**config.mk**
```make
export PLATFORM = sky130hd
export DESIGN_NAME = coef_live_update
export DESIGN_NICKNAME = d
export VERILOG_FILES = /design/src/rtl/coef_upd_pkg.sv /design/src/rtl/coef_serial_rx.sv /design/src/rtl/coef_cmd_parse.sv /design/src/rtl/coef_commit.sv /design/src/rtl/coef_live_update.sv
export SDC_FILE = /design/constraint.sdc
export NUM_CORES = 1
export LEC_CHECK = 0
export ABC_CLOCK_PERIOD_IN_PS = 3400
export CAP_MARGIN = 20
export CORE_MARGIN = 3
export CORE_UTILIZATION = 62
export CTS_CLUSTER_DIAMETER = 80
export DETAILED_ROUTE_END_ITERATION = 10
export PLACE_DENSITY = 0.8
export SLEW_MARGIN = 10
export SYNTH_ARGS = -nofsm -noshare
export SYNTH_HDL_FRONTEND = slang
export SYNTH_SLANG_ARGS = --single-unit
```
**constraint.sdc**
```tcl
create_clock -name clk -period 3.4 [get_ports clk]
set_input_delay 0.51 -clock clk [delete_from_list [all_inputs] [get_ports clk]]
set_output_delay 0.51 -clock clk [all_outputs]
set_load 0.02 [all_outputs]
```
**src/rtl/coef_upd_pkg.sv**
```systemverilog
// Shared constants and types for the live coefficient update block.
// Assumes command bytes are fixed by the host protocol.
package coef_upd_pkg;
    localparam logic [7:0] CMD_LOAD   = 8'hA8;
    localparam logic [7:0] CMD_COMMIT = 8'hA4;

    typedef enum logic [2:0] {
        PS_IDLE,   // waiting for command byte
        PS_DATA,   // receiving data word bytes
        PS_AHI,    // receiving upper address byte
        PS_ALO,    // receiving lower address byte
        PS_DROP    // ignore until request release
    } parse_e;
endpackage

```
**src/rtl/coef_serial_rx.sv**
```systemverilog
// Serial byte receiver. It brings the host clock, data and request into the
// clk domain through two flops and samples data on each synchronised rising
// edge of the shift clock.
// Assumes each host_sclk phase lasts at least three clk cycles.
module coef_serial_rx (
    input  logic       clk,
    input  logic       rst_n,
    input  logic       host_sclk,
    input  logic       host_sdi,
    input  logic       host_req_n,
    output logic       active,
    output logic       byte_vld,
    output logic [7:0] byte_data
);
    logic [2:0] meta_q, sync_q;  // {req_n, sdi, sclk}
    logic       sclk_d;
    logic [2:0] bit_cnt;
    logic [6:0] shreg;
    logic       sclk_rise;

    assign active    = !sync_q[2];
    assign sclk_rise = sync_q[0] && !sclk_d;

    // Two-flop synchroniser for the host lines
    always_ff @(posedge clk) begin
        if (!rst_n) begin
            meta_q <= 3'b100;
            sync_q <= 3'b100;
            sclk_d <= 1'b0;
        end else begin
            meta_q <= {host_req_n, host_sdi, host_sclk};
            sync_q <= meta_q;
            sclk_d <= sync_q[0];
        end
    end

    // Shift register and byte framing; partial bits cleared on release
    always_ff @(posedge clk) begin
        byte_vld <= 1'b0;
        if (!rst_n) begin
            bit_cnt   <= '0;
            shreg     <= '0;
            byte_data <= '0;
        end else if (!active) begin
            bit_cnt <= '0;
        end else if (sclk_rise) begin
            shreg   <= {shreg[5:0], sync_q[1]};
            bit_cnt <= bit_cnt + 3'd1;
            if (bit_cnt == 3'd7) begin
                byte_vld  <= 1'b1;
                byte_data <= {shreg, sync_q[1]};
            end
        end
    end

    AST_BYTE_IN_REQUEST: assert property (@(posedge clk) disable iff (!rst_n)
        byte_vld |-> $past(active));
endmodule

```
**src/rtl/coef_cmd_parse.sv**
```systemverilog
// Command parser. It decodes the load and commit commands from received
// bytes, assembles data words into buffer writes and issues one commit
// pulse with start address and word count.
// Assumes ADDR_W <= 16.
module coef_cmd_parse
    import coef_upd_pkg::*;
#(
    parameter int WORD_W = 16,
    parameter int ADDR_W = 9,
    parameter int DEPTH  = 16,
    localparam int IDX_W = $clog2(DEPTH),
    localparam int CNT_W = $clog2(DEPTH + 1)
) (
    input  logic              clk,
    input  logic              rst_n,
    input  logic              active,
    input  logic              byte_vld,
    input  logic [7:0]        byte_data,
    input  logic              busy,
    output logic              buf_we,
    output logic [IDX_W-1:0]  buf_idx,
    output logic [WORD_W-1:0] buf_wdata,
    output logic              arm,
    output logic [ADDR_W-1:0] arm_addr,
    output logic [CNT_W-1:0]  arm_cnt,
    output logic              loading
);
    parse_e           st;
    logic             half;
    logic [7:0]       hi_q;
    logic [CNT_W-1:0] cnt;
    logic [15:0]      addr_full;

    assign addr_full = {hi_q, byte_data};

    // Byte-level command state machine
    always_ff @(posedge clk) begin
        buf_we <= 1'b0;
        arm    <= 1'b0;
        if (!rst_n) begin
            st        <= PS_IDLE;
            half      <= 1'b0;
            hi_q      <= '0;
            cnt       <= '0;
            loading   <= 1'b0;
            buf_idx   <= '0;
            buf_wdata <= '0;
            arm_addr  <= '0;
            arm_cnt   <= '0;
        end else if (!active) begin
            st   <= PS_IDLE;
            half <= 1'b0;
        end else if (byte_vld) begin
            case (st)
                PS_IDLE: begin
                    if (byte_data == CMD_LOAD && !busy) begin
                        st      <= PS_DATA;
                        cnt     <= '0;
                        half    <= 1'b0;
                        loading <= 1'b1;
                    end else if (byte_data == CMD_COMMIT) begin
                        st <= PS_AHI;
                    end else begin
                        st <= PS_DROP;
                    end
                end
                PS_DATA: begin
                    half <= !half;
                    if (!half) begin
                        hi_q <= byte_data;
                    end else if (cnt < CNT_W'(DEPTH)) begin
                        buf_we    <= 1'b1;
                        buf_idx   <= cnt[IDX_W-1:0];
                        buf_wdata <= WORD_W'({hi_q, byte_data});
                        cnt       <= cnt + CNT_W'(1);
                    end
                end
                PS_AHI: begin
                    hi_q <= byte_data;
                    st   <= PS_ALO;
                end
                PS_ALO: begin
                    st <= PS_DROP;
                    if (!busy && loading) begin
                        arm      <= 1'b1;
                        arm_addr <= addr_full[ADDR_W-1:0];
                        arm_cnt  <= cnt;
                        loading  <= 1'b0;
                    end
                end
                default: st <= PS_DROP;
            endcase
        end
    end

    AST_COUNT_LIMIT: assert property (@(posedge clk) disable iff (!rst_n)
        cnt <= CNT_W'(DEPTH));
    AST_NO_ARM_WHEN_BUSY: assert property (@(posedge clk) disable iff (!rst_n)
        arm |-> !$past(busy));
endmodule

```
**src/rtl/coef_commit.sv**
```systemverilog
// Commit engine. It holds the word buffer and the pending update, and
// writes the next word when the execution address reaches its target. It
// also times the minimum low period of ready.
// Assumes arm never arrives while an update is pending.
module coef_commit #(
    parameter int WORD_W = 16,
    parameter int ADDR_W = 9,
    parameter int DEPTH  = 16,
    localparam int IDX_W  = $clog2(DEPTH),
    localparam int CNT_W  = $clog2(DEPTH + 1),
    localparam int HOLD_W = $clog2(2 * DEPTH + 1)
) (
    input  logic              clk,
    input  logic              rst_n,
    input  logic              buf_we,
    input  logic [IDX_W-1:0]  buf_idx,
    input  logic [WORD_W-1:0] buf_wdata,
    input  logic              arm,
    input  logic [ADDR_W-1:0] arm_addr,
    input  logic [CNT_W-1:0]  arm_cnt,
    input  logic              loading,
    input  logic [ADDR_W-1:0] exec_addr,
    input  logic              exec_valid,
    output logic              ram_we,
    output logic [ADDR_W-1:0] ram_addr,
    output logic [WORD_W-1:0] ram_wdata,
    output logic              pending,
    output logic              ready
);
    logic [WORD_W-1:0] wbuf [DEPTH];
    logic [ADDR_W-1:0] base;
    logic [CNT_W-1:0]  idx, num;
    logic [HOLD_W-1:0] hold;
    logic [ADDR_W-1:0] target;
    logic              hit;

    assign target = base + ADDR_W'(idx);
    assign hit    = pending && exec_valid && (exec_addr == target);
    assign ready  = !pending && !loading && (hold == '0);

    // Word buffer storage, cleared by reset
    always_ff @(posedge clk) begin
        if (!rst_n) begin
            for (int i = 0; i < DEPTH; i++) wbuf[i] <= '0;
        end else if (buf_we) begin
            wbuf[buf_idx] <= buf_wdata;
        end
    end

    // Pending update tracking and RAM write generation
    always_ff @(posedge clk) begin
        ram_we <= 1'b0;
        if (!rst_n) begin
            pending   <= 1'b0;
            base      <= '0;
            idx       <= '0;
            num       <= '0;
            hold      <= '0;
            ram_addr  <= '0;
            ram_wdata <= '0;
        end else begin
            if (hold != '0) hold <= hold - HOLD_W'(1);
            if (arm) begin
                pending <= (arm_cnt != '0);
                base    <= arm_addr;
                idx     <= '0;
                num     <= arm_cnt;
                hold    <= HOLD_W'(2 * (DEPTH - int'(arm_cnt)));
            end else if (hit) begin
                ram_we    <= 1'b1;
                ram_addr  <= target;
                ram_wdata <= wbuf[idx[IDX_W-1:0]];
                idx       <= idx + CNT_W'(1);
                if (idx + CNT_W'(1) == num) pending <= 1'b0;
            end
        end
    end

    AST_WRITE_AT_EXEC: assert property (@(posedge clk) disable iff (!rst_n)
        ram_we |-> ($past(exec_valid) && ram_addr == $past(exec_addr)));
    AST_STEP_IN_ORDER: assert property (@(posedge clk) disable iff (!rst_n)
        (pending && $past(pending)) |-> (idx == $past(idx) || idx == $past(idx) + CNT_W'(1)));
    AST_NO_WRITE_WHEN_READY: assert property (@(posedge clk) disable iff (!rst_n)
        ram_we |-> !$past(ready));
    AST_ARM_NOT_PENDING: assert property (@(posedge clk) disable iff (!rst_n)
        arm |-> !pending);
endmodule

```
**src/rtl/coef_live_update.sv**
```systemverilog
// Top level of the live coefficient update block. It joins the serial
// receiver, the command parser and the commit engine.
// Assumes host lines are asynchronous to clk and slower than clk/6.
module coef_live_update #(
    parameter int WORD_W = 16,
    parameter int ADDR_W = 9,
    parameter int DEPTH  = 16
) (
    input  logic              clk,
    input  logic              rst_n,
    input  logic              host_sclk,
    input  logic              host_sdi,
    input  logic              host_req_n,
    input  logic [ADDR_W-1:0] exec_addr,
    input  logic              exec_valid,
    output logic              ram_we,
    output logic [ADDR_W-1:0] ram_addr,
    output logic [WORD_W-1:0] ram_wdata,
    output logic              ready
);
    localparam int IDX_W = $clog2(DEPTH);
    localparam int CNT_W = $clog2(DEPTH + 1);

    logic              active, byte_vld;
    logic [7:0]        byte_data;
    logic              buf_we, arm, loading, pending;
    logic [IDX_W-1:0]  buf_idx;
    logic [WORD_W-1:0] buf_wdata;
    logic [ADDR_W-1:0] arm_addr;
    logic [CNT_W-1:0]  arm_cnt;

    coef_serial_rx u_rx (
        .clk(clk), .rst_n(rst_n),
        .host_sclk(host_sclk), .host_sdi(host_sdi), .host_req_n(host_req_n),
        .active(active), .byte_vld(byte_vld), .byte_data(byte_data)
    );

    coef_cmd_parse #(.WORD_W(WORD_W), .ADDR_W(ADDR_W), .DEPTH(DEPTH)) u_parse (
        .clk(clk), .rst_n(rst_n),
        .active(active), .byte_vld(byte_vld), .byte_data(byte_data),
        .busy(pending),
        .buf_we(buf_we), .buf_idx(buf_idx), .buf_wdata(buf_wdata),
        .arm(arm), .arm_addr(arm_addr), .arm_cnt(arm_cnt), .loading(loading)
    );

    coef_commit #(.WORD_W(WORD_W), .ADDR_W(ADDR_W), .DEPTH(DEPTH)) u_commit (
        .clk(clk), .rst_n(rst_n),
        .buf_we(buf_we), .buf_idx(buf_idx), .buf_wdata(buf_wdata),
        .arm(arm), .arm_addr(arm_addr), .arm_cnt(arm_cnt), .loading(loading),
        .exec_addr(exec_addr), .exec_valid(exec_valid),
        .ram_we(ram_we), .ram_addr(ram_addr), .ram_wdata(ram_wdata),
        .pending(pending), .ready(ready)
    );
endmodule

```
# Word-level counts from Yosys, hierarchy flattened
# Memories as Yosys holds them, arrays and structs flattened. A register that Yosys moved wholly into a read port is not among the register bits.
# Index checks and enable logic that the tools add are counted.
[classes]
magnitude_cmp = 1
eq_ne = 13
addsub = 6
n_mux = 30
bitwise_logic = 8
n_reduce_logical = 39
[op_table]
columns = ["op", "count"]
rows = [
  ["8-bit equality test, second input constant", 2],
  ["16-bit two-way mux", 1],
  ["8-bit case mux with 2 select lines", 1],
  ["16-bit OR reduction", 1],
  ["1-bit two-way mux", 15],
  ["5-bit two-way mux", 3],
  ["6-bit two-way mux", 2],
  ["2-bit nonzero test", 6],
  ["5-bit by 1-bit adder with 5-bit output, second input constant", 2],
  ["5-bit case mux with 2 select lines", 1],
  ["5-bit AND reduction", 2],
  ["9-bit by 5-bit adder with 9-bit output", 1],
  ["9-bit equality test", 1],
  ["3-bit case mux with 3 select lines", 1],
  ["8-bit two-way mux", 1],
  ["2-bit by 1-bit inequality test with 1-bit output, second input constant", 4],
  ["1-bit inverter", 8],
  ["2-bit AND reduction", 4],
  ["4-bit AND reduction", 2],
  ["1-bit logical AND", 7],
  ["3-bit by 2-bit equality test with 1-bit output, second input constant", 2],
  ["6-bit zero test", 1],
  ["3-bit two-way mux", 2],
  ["3-bit AND reduction", 2],
  ["other kinds (19)", 25],
]
[word_totals]
mem_count = 1
ff_bits = 116
out_inout_bits = 27
wordCells = 124
ram_bits = 256
[mem_list]
columns = ["name", "words", "word_bits", "rd", "rd_ports_with_merged_regs", "write_ports", "line_no", "rtl"]
rows = [
  ["u_commit.wbuf", 16, 16, 1, 1, 16, "coef_commit.sv:30", "logic [WORD_W-1:0] wbuf [DEPTH];"],
]

# Depth between registers and ports, before layout
# Gate-level depths: netlist of run 1.
[depth]
word_depth = 5
depth_mapped = 9
mapped_depth_nobuf = 8

# Hierarchy
# A second synthesis of run 1 with hierarchy kept.
[hier_totals]
hier_cells = 1336
area_unflattened_um2 = 17436.7
[by_module_without_submodules]
columns = ["mod", "n_inst", "seq_area_each_um2", "cells_per_inst", "area_each_um2"]
rows = [
  ["coef_commit", 1, 8728.4, 1013, 14224.9],
  ["coef_cmd_parse", 1, 1081.0, 231, 2260.9],
  ["coef_serial_rx", 1, 520.5, 92, 950.9],
]

# Worst setup path before layout of run 1
# Ideal clock, no wire load.
[synth_path]
kind = "register to register"
startpoint = "register u_commit.idx[0]"
endpoint = "register u_commit.ram_addr[2]"
period_less_slack_ps = 2889
arrival_ps = 2818
n_path_buf = 1
stages_incl_launch_ff = 10
t_required_ps = 3328
setup_slack_ps = 511
path_cell_list = "dfxtp_1 > ha_1 > fa_1 > xor3_1 > a41oi_2 > and3b_2 > nand4_4 > nor4_4 > buf_6 > mux2i_1"
[synth_via]
elab_chain_len = 4
[synth_rtl]
columns = ["element", "line_no", "rtl"]
rows = [
  ["from (decl)", "coef_commit.sv:32", "logic [CNT_W-1:0] idx, num;"],
  ["from (signal assigned)", "coef_commit.sv:73", "idx <= idx + CNT_W'(1);"],
  ["9-bit by 5-bit adder with 9-bit output (*)", "coef_commit.sv:37", "assign target = base + ADDR_W'(idx);"],
  ["9-bit equality test", "coef_commit.sv:38", "assign hit = pending && exec_valid && (exec_addr == target);"],
  ["1-bit logical AND", "coef_commit.sv:38", ""],
  ["2-bit AND reduction (no line)", "n/a", ""],
  ["to (signal assigned)", "coef_commit.sv:71", "ram_addr <= target;"],
  ["to (decl)", "coef_commit.sv:25", "output logic [ADDR_W-1:0] ram_addr,"],
]
# Mark *: on every way between the ends. The rest lies on a longest branch, timed or not.
# A chain may end at the register's enable or synchronous reset.

# Worst setup path in the final report of run 1
[layout_path]
startpoint = "register u_commit.idx[0]"
endpoint = "register u_commit.ram_wdata[6] (read register of u_commit.wbuf)"
[layout_via]
elab_chain_len = 4
[layout_rtl]
columns = ["element", "line_no", "rtl"]
rows = [
  ["9-bit by 5-bit adder with 9-bit output", "coef_commit.sv:37", ""],
  ["9-bit equality test", "coef_commit.sv:38", ""],
  ["1-bit logical AND", "coef_commit.sv:38", ""],
  ["2-bit AND reduction (no line)", "n/a", ""],
  ["to (decl)", "coef_commit.sv:26", "output logic [WORD_W-1:0] ram_wdata,"],
]
# Parallel ways exist; a longest one is shown, timed or not.

==> results.md, run 1 <==
- End of the worst register-to-register path: u_commit.ram_wdata[6]
- Final setup vio count: 0
- Standard cell with the maximum stage delay on the critical path: sky130_fd_sc_hd__fa_1
- Number of pins with negative max-slew slack in the final report: 0
- Outcome: finished clean
- Class of the tightest hold or removal check: primary input to flop
- Final routed wirelength across all metal layers: 39600 um
- Number of iterations in the first detailed-routing pass: 5
- Startpoint type of the worst setup path: flop
- Largest stage delay on the critical path: 0.53 ns
- Fraction of the yosys area taken by sequential cells: 58.4%
- Biggest area contributors in the synthesized netlist: sky130_fd_sc_hd__edfxtp_1 43%, sky130_fd_sc_hd__dfxtp_1 15%, sky130_fd_sc_hd__mux4_2 10%
- Crit. End Element: flop
- Number of buffers inserted to repair setup after CTS: 0
- Antenna diodes: 0
- Synth-to-Final Area Change: 11.7%
- Worst-path maximum fanout: 25
- Via/cell ratio: 6.07
- Crit share post-route: 90.2%
- Biggest area consumer among synthesized cells: sky130_fd_sc_hd__edfxtp_1
- Half-perimeter wire length of the detailed placement result: 25200 um
- GRT overflow: 0
- Minimum clock period: 3.07 ns
- Number of distinct library cells after synthesis: 54
- Number of violations reported at the end of detailed-routing iteration 0: 1195
- Nets: 1427
- Launch instance of the worst min-delay path: rst_n
- Top achievable clock speed: 0.326 GHz
- Worst hold path stage count: 2
- Post-Synthesis Net Count: 1395
- Clock tree from TritonCTS: built
- Die area: 0.0306 mm^2
- Initial core utilization: 63.3%
- Power per standard cell area: 500 mW/mm^2
- # H-tree levels: 2
- Library cell with the highest instance count after synthesis: sky130_fd_sc_hd__and2_1
- Count of clock tree sinks: 388
- Max Root-Sink Buffers: 3
- Reg-to-reg critical path startpoint: u_commit.idx[0]
- Number of instances in the synthesized netlist: 1367
- Quantity of hold-fixing buffers added after cts: 0
- Clock slew seen by the registers of the worst setup and hold paths: 0.06 ns
- Least-Margin Pin Slew: 1.06 ns
- Chip Width: 175 um
- Global routing usage on met3: 5.17%
- Chain of cells forming the critical path: ha_1 -> fa_1 -> xor3_1 -> a41oi_2 -> and3b_2 -> nand4_4 -> nor4_4 -> buf_12 -> mux2i_1
- Global routing usage on met2: 43.5%
- Final-report hold violation count: 0
- Area of the core: 0.0279 mm^2
- Prevailing post-synth register cell: sky130_fd_sc_hd__edfxtp_1
- Post-synth EDFFs: 256
- Die span in y: 175 um
- Number of resized instances in the post-cts repair step: 0
- Critical path start-end classification: flop to flop
- Max-cap violation count: 0
- Depth of the worst register-to-register path: 9
- Count of boundary I/O pins: 42
- Antenna violations before repair: 1
- Placer Congestion: 0.897
- Worst Path Arrival: 3.53 ns
- Vias in the first global route: 10900
- Maximum number of pins on one net before global-route repair: 75
- Most congested layer reported by global routing: met2
- Synthesized area per cell: 12.9 um^2
- Worst endpoint required time: 3.86 ns
- Share of final-layout standard cells stronger than drive strength 1: 13.1%
- Leading post-synthesis cells by instance count: 270 x sky130_fd_sc_hd__and2_1, 256 x sky130_fd_sc_hd__edfxtp_1, 134 x sky130_fd_sc_hd__nand2_1, 132 x sky130_fd_sc_hd__dfxtp_1, 80 x sky130_fd_sc_hd__mux4_2
- Category of cells accounting for the largest share of critical-path delay: adder cells
- Post-synthesis sequential element count: 388
- Final antenna-violating net count: 0
- FF-to-FF setup slack: 0.33 ns
- PortBufs: 41
- Cell area after synthesis: 0.0177 mm^2
- # DRC: 0
- Total clock buffers created by CTS: 40
- Overall fraction of global-route tracks in use: 26.3%
- Worst Hold End: u_rx.sync_q[2]
- Clock latency at the later pin of the worst-skew pair: 0.54 ns
- Routed len/inst: 21.9 um
- Final total negative setup slack: 0 ns
- Number of warnings reported in the yosys synthesis log: 0
- Cell chosen for the clock root: sky130_fd_sc_hd__clkbuf_16
- Static leakage: 6.71 nW
- Async S/R FF share, synth: 0%
- Number of vias in the routed layout: 11000
- Worst path buffer plus inverter count: 1
- Proportion of netlist area held by the largest area contributor: 43.5%
- Unrepaired setup endpoints after global routing: no
- Headroom to the max-slew limit: 29.3%
- Clock skew after layout: 0.0260 ns
- Row count: 61
- Total Power: 9.87 mW
- IR Drop Worst-Case VDD: 0.318 mV
- Wire length of the first global-routing pass: 62100 um
- Met1 Use GR: 36.3%
## per-layer routing
layer	up-vias	wire, um	part of all wire, %
met3	70	2880	7.3
met2	427	19600	50
li1	4957	-	-
met5	-	13	0.033
met1	5517	16200	41
met4	2	835	2.1
## where the power goes
group	internal, mW	switching (mW)
Clock	2.33	1.75
Combinational	0.263	0.294
Sequential	5.17	0.0602
## area by class of cell
| class | instances | area, um^2 |
|---|---|---|
| Timing Repair Buffer | 84 | 756 |
| Fill cell | 1839 | 8200 |
| Clock inverter | 14 | 105 |
| Multi-Input combinational cell | 873 | 6920 |
| Tap cell | 378 | 473 |
| Sequential cell | 388 | 10300 |
| Inverter | 12 | 45.0 |
| Clock buffer | 59 | 1100 |
## worst max-delay path by stage
stage,start,to,slack [ns],cells past startpoint
floorplan,u_commit.idx[0],u_commit.ram_addr[2],0.51,9
global route,u_commit.idx[0],u_commit.ram_wdata[6],0.20,9
CTS,u_commit.idx[0],u_commit.ram_wdata[6],0.32,9
detailed placement,u_commit.idx[0],u_commit.ram_wdata[6],0.32,9
global placement,u_commit.idx[0],u_commit.ram_wdata[13],0.44,9
finish,u_commit.idx[0],u_commit.ram_wdata[6],0.33,9
## worst register-to-register path, stage by stage (launching register included)
cell and delay, ns:
sky130_fd_sc_hd__dfxtp_4 0.35, sky130_fd_sc_hd__ha_1 0.25, sky130_fd_sc_hd__fa_1 0.53, sky130_fd_sc_hd__xor3_1 0.42, sky130_fd_sc_hd__a41oi_2 0.21, sky130_fd_sc_hd__and3b_2 0.24, sky130_fd_sc_hd__nand4_4 0.14, sky130_fd_sc_hd__nor4_4 0.35
sky130_fd_sc_hd__buf_12 0.25, sky130_fd_sc_hd__mux2i_1 0.25
## placed cells by master (no fill, tap or decap), types with 7 or more instances in the layout
cell type / instances
sky130_fd_sc_hd__ha_1: 12
sky130_fd_sc_hd__and2_1: 270
sky130_fd_sc_hd__xnor2_1: 17
sky130_fd_sc_hd__buf_4: 42
sky130_fd_sc_hd__a21oi_1: 13
sky130_fd_sc_hd__dfxtp_1: 130
sky130_fd_sc_hd__nor2b_1: 45
sky130_fd_sc_hd__o211ai_1: 10
sky130_fd_sc_hd__mux2i_1: 74
sky130_fd_sc_hd__o21ai_0: 11
sky130_fd_sc_hd__nand2_1: 134
sky130_fd_sc_hd__edfxtp_1: 256
sky130_fd_sc_hd__a21boi_0: 31
sky130_fd_sc_hd__nand3_1: 10
sky130_fd_sc_hd__o21ai_1: 12
sky130_fd_sc_hd__clkdlybuf4s50_1: 40
sky130_fd_sc_hd__inv_1: 12
sky130_fd_sc_hd__nor2_1: 37
sky130_fd_sc_hd__nand2b_1: 24
sky130_fd_sc_hd__clkbuf_1: 16
sky130_fd_sc_hd__nor3_1: 10
sky130_fd_sc_hd__nor4_1: 7
sky130_fd_sc_hd__xor2_1: 12
sky130_fd_sc_hd__mux4_2: 80
sky130_fd_sc_hd__clkbuf_16: 40
## per-stage QoR
step	hold slack (ns)	cell area [um^2]	utilization, %	setup WS (ns)	std cells
floorplan	0.386	17700	-	0.511	1367
global placement	0.406	18500	66.3	0.438	1735
detailed placement	0.402	18500	66.3	0.321	1735
CTS	0.318	19700	70.7	0.322	1808
global route	0.341	19700	70.7	0.203	1808
finish	0.337	19700	70.7	0.333	1808
## state kept, by name (all words and copies together) (netlist names), 3 cells and up
| name | flops |
|---|---|
| u_commit.ram_addr | 9 |
| u_rx.meta_q | 3 |
| u_rx.shreg | 7 |
| u_rx.sync_q | 3 |
| u_commit.hold | 6 |
| u_commit.idx | 5 |
| u_commit.ram_wdata | 16 |
| u_parse.buf_wdata | 16 |
| u_parse.hi_q | 8 |
| u_commit.base | 9 |
| u_parse.arm_addr | 9 |
| u_rx.byte_data | 8 |
| u_commit.num | 5 |
| u_parse.st | 3 |
| u_rx.bit_cnt | 3 |
| u_parse.arm_cnt | 5 |
| u_commit.wbuf | 256 |
| u_parse.buf_idx | 4 |
| u_parse.cnt | 5 |
## cells by family after synthesis
| family | count (synthesis) | share of synthesized area, % |
|---|---|---|
| muxes | 154 | 14.4 |
| AOI/OAI and AO/OA | 106 | 4.13 |
| buffers and inverters | 106 | 2.44 |
| adders and majority gates | 13 | 0.963 |
| and+or+nand+nor | 569 | 18.0 |
| DFF | 388 | 58.4 |
| xor gates and xnor gates | 31 | 1.66 |
(Power assumes the default switching activity.)
==> run 2: changes to the inputs <==
--- a/config.mk
+++ b/config.mk
@@ -9,10 +9,11 @@
 export CAP_MARGIN = 20
 export CORE_MARGIN = 3
 export CORE_UTILIZATION = 62
-export CTS_CLUSTER_DIAMETER = 80
+export CTS_CLUSTER_DIAMETER = 40
 export DETAILED_ROUTE_END_ITERATION = 10
 export PLACE_DENSITY = 0.8
 export SLEW_MARGIN = 10
 export SYNTH_ARGS = -nofsm -noshare
 export SYNTH_HDL_FRONTEND = slang
 export SYNTH_SLANG_ARGS = --single-unit
+export TNS_END_PERCENT = 5
==> results.md, run 2 (synthesis results as in run 1) <==
- Initial core utilization: 63.3% (unchanged)
- Final antenna-violating net count: 0 (unchanged)
- Layout filler cell count: 1812 (was 1839)
- Cell chosen for the clock root: sky130_fd_sc_hd__clkbuf_16 (unchanged)
- Die span in y: 175 um (unchanged)
- Area of the core: 0.0279 mm^2 (unchanged)
- Class of the tightest hold or removal check: primary input to flop (unchanged)
- Clock slew seen by the registers of the worst setup and hold paths: 0.06 ns (about the same)
- Clk pwr share: 44.3% (was 41.4%)
- Antenna violations before repair: 0 (was 1)
- Largest stage delay on the critical path: 0.53 ns (about the same)
- Unrepaired setup endpoints after global routing: no (unchanged)
- Share of final-layout standard cells stronger than drive strength 1: 14.1% (was 13.1%)
- Antenna diodes: 0 (unchanged)
- Outcome: finished clean (unchanged)
- Number of iterations in the first detailed-routing pass: 5 (unchanged)
- Register with the most flip-flops: u_commit.wbuf (unchanged)
- Placed cell count: 1735 (unchanged)
- Crit. End Element: flop (unchanged)
- Die area: 0.0306 mm^2 (unchanged)
- Startpoint type of the worst setup path: flop (unchanged)
- IR Drop Worst-Case VDD: 0.384 mV (was 0.318 mV)
- Internal power consumption: 8.15 mW (was 7.76 mW)
- Count of clock tree sinks: 388 (unchanged)
- Launch instance of the worst min-delay path: rst_n (unchanged)
- Number of buffers inserted to repair setup after CTS: 0 (unchanged)
- Worst-path maximum fanout: 25 (unchanged)
- Max Root-Sink Buffers: 3 (unchanged)
- Least-Margin Pin Slew: 1.06 ns (about the same)
- Power per standard cell area: 521 mW/mm^2 (was 500 mW/mm^2)
- Clock skew after layout: 0.0232 ns (was 0.0260 ns)
- Max-cap violation count: 0 (unchanged)
- Static leakage: 6.81 nW (was 6.71 nW)
- Total clock buffers created by CTS: 44 (was 40)
- Clock latency at the later pin of the worst-skew pair: 0.54 ns (about the same)
- Quantity of hold-fixing buffers added after cts: 0 (unchanged)
- Clock tree from TritonCTS: built (unchanged)
- # H-tree levels: 2 (unchanged)
- PortBufs: 41 (unchanged)
- Fraction of power spent switching nets: 21.5% (was 21.4%)
- Critical path start-end classification: flop to flop (unchanged)
- Reg-to-reg critical path startpoint: u_commit.idx[0] (unchanged)
- Nets: 1431 (was 1427)
- Worst Path Arrival: 3.52 ns (was 3.53 ns)
- Vias in the first global route: 11000 (was 10900)
- Placer Congestion: 0.897 (unchanged)
- Final total negative setup slack: 0 ns (unchanged)
- Row count: 61 (unchanged)
- Cell Count, Final, Fillers Out: 1815 (was 1808)
- Maximum number of pins on one net before global-route repair: 75 (unchanged)
- Number of pins with negative max-slew slack in the final report: 0 (unchanged)
- Total net switching power: 2.23 mW (was 2.11 mW)
- Synth-to-Final Area Change: 12.9% (was 11.7%)
- Final-report hold violation count: 0 (unchanged)
- Commonest non-fill, non-tap cell in the layout: sky130_fd_sc_hd__and2_1 (unchanged)
- Top flop regs: u_commit.wbuf: 256 flops, u_commit.ram_wdata: 16 flops, u_parse.buf_wdata: 16 flops (unchanged)
- Chain of cells forming the critical path: ha_1 -> fa_1 -> xor3_1 -> a41oi_2 -> and3b_2 -> nand4_4 -> nor4_4 -> buf_12 -> mux2i_1 (unchanged)
- Final setup vio count: 0 (unchanged)
- Final routed wirelength across all metal layers: 39200 um (was 39600 um)
- Register share of total power: 50.4% (was 53.0%)
- Top achievable clock speed: 0.327 GHz (was 0.326 GHz)
- Worst Hold Slack: 0.338 ns (was 0.337 ns)
- Wire length of the first global-routing pass: 62200 um (was 62100 um)
- Top library cells by usage in the layout, fill and taps aside: 270 x sky130_fd_sc_hd__and2_1, 256 x sky130_fd_sc_hd__edfxtp_1, 134 x sky130_fd_sc_hd__nand2_1 (unchanged)
- Half-perimeter wire length of the detailed placement result: 25200 um (unchanged)
- Count of boundary I/O pins: 42 (unchanged)
- Via/cell ratio: 6.03 (was 6.07)
- GRT overflow: 0 (unchanged)
- Minimum clock period: 3.06 ns (was 3.07 ns)
- Worst endpoint required time: 3.86 ns (about the same)
- Chip Width: 175 um (unchanged)
- Routed len/inst: 21.6 um (was 21.9 um)
- Number of vias in the routed layout: 10900 (was 11000)
- Number of violations reported at the end of detailed-routing iteration 0: 1122 (was 1195)
- Max FFs per register: 256 (unchanged)
- Overall fraction of global-route tracks in use: 26.2% (was 26.3%)
- # DRC: 0 (unchanged)
- Crit share post-route: 89.9% (was 90.2%)
- Standard cell with the maximum stage delay on the critical path: sky130_fd_sc_hd__fa_1 (unchanged)
- First element of the critical path: u_commit.idx[0] (unchanged)
- Headroom to the max-slew limit: 29.2% (was 29.3%)
- FF-to-FF setup slack: 0.34 ns (was 0.33 ns)
- Number of resized instances in the post-cts repair step: 0 (unchanged)
- Logic pwr share: 5.3% (was 5.6%)
## run 2: cell types whose count changed in the layout (fill, tap and decap cells not counted)
| cell | previous run | this run |
|---|---|---|
| sky130_fd_sc_hd__clkinvlp_4 | 1 | 3 |
| sky130_fd_sc_hd__clkbuf_4 | 0 | 1 |
| sky130_fd_sc_hd__clkbuf_1 | 16 | 11 |
| sky130_fd_sc_hd__clkinv_4 | 0 | 3 |
| sky130_fd_sc_hd__inv_6 | 1 | 3 |
| sky130_fd_sc_hd__bufinv_16 | 1 | 3 |
| sky130_fd_sc_hd__clkbuf_16 | 40 | 44 |
| sky130_fd_sc_hd__clkinv_2 | 4 | 3 |
| sky130_fd_sc_hd__inv_8 | 0 | 2 |
| sky130_fd_sc_hd__clkinv_1 | 6 | 3 |
## run 2: final timing paths
| check | end | depth (start not counted) |
|---|---|---|
| worst max-delay path | u_commit.ram_wdata[6] | 9 |
| worst max register to register | u_commit.ram_wdata[6] | 9 |
| worst min-delay path | u_rx.meta_q[2] | 2 |
| worst min register to register | u_rx.sync_q[2] | 1 |
## run 2: critical path, delay by kind of cell (launching register included)
| family | cells | cell delay, ns |
|---|---|---|
| AO/OA/AOI/OAI | 1 | 0.22 |
| buffers and inverters | 1 | 0.25 |
| AND/OR/NAND/NOR | 3 | 0.71 |
| flip-flops | 1 | 0.35 |
| adder cells (fa/ha/maj) | 2 | 0.78 |
| XOR/XNOR | 1 | 0.42 |
| multiplexers | 1 | 0.23 |
## run 2: metrics by stage
stage | setup WS, ns | total power, mW | instance area [um^2] | utilization, %
after detailed placement | 0.321 | 5.88 | 18500 | 66.3
after CTS | 0.348 | 10.4 | 20000 | 71.4
after floorplan | 0.511 | 5.67 | 17700 | -
final | 0.345 | 10.4 | 20000 | 71.4
after global routing | 0.212 | 10.7 | 20000 | 71.4
after global placement | 0.438 | 5.86 | 18500 | 66.3
## run 2: final cells by class
| type | count | area, um^2 | share of cell area, % |
|---|---|---|---|
| Inverter | 12 | 45.0 | 0.226 |
| Clock buffer | 59 | 1190 | 5.97 |
| Clock inverter | 21 | 230 | 1.15 |
| Tap cell | 378 | 473 | 2.37 |
| Timing Repair Buffer | 84 | 756 | 3.79 |
| Sequential cell | 388 | 10300 | 51.8 |
| Multi-Input combinational cell | 873 | 6920 | 34.7 |
## run 2: routing by layer
metal | share of wire [%] | wire length [um] | global-route usage (%)
met5 | 0 | 0 | 0
met4 | 2.2 | 862 | 7.65
met2 | 49 | 19100 | 43.0
met1 | 41 | 16000 | 36.1
met3 | 8.2 | 3230 | 5.15
## run 2: power groups by stage
stage	Sequential [mW]	Combinational, mW	Clock [mW]
after CTS	5.23	0.558	4.64
after floorplan	5.31	0.366	0
final	5.23	0.555	4.60
after detailed placement	5.33	0.553	0
after global routing	5.24	0.608	4.88
after global placement	5.31	0.543	0
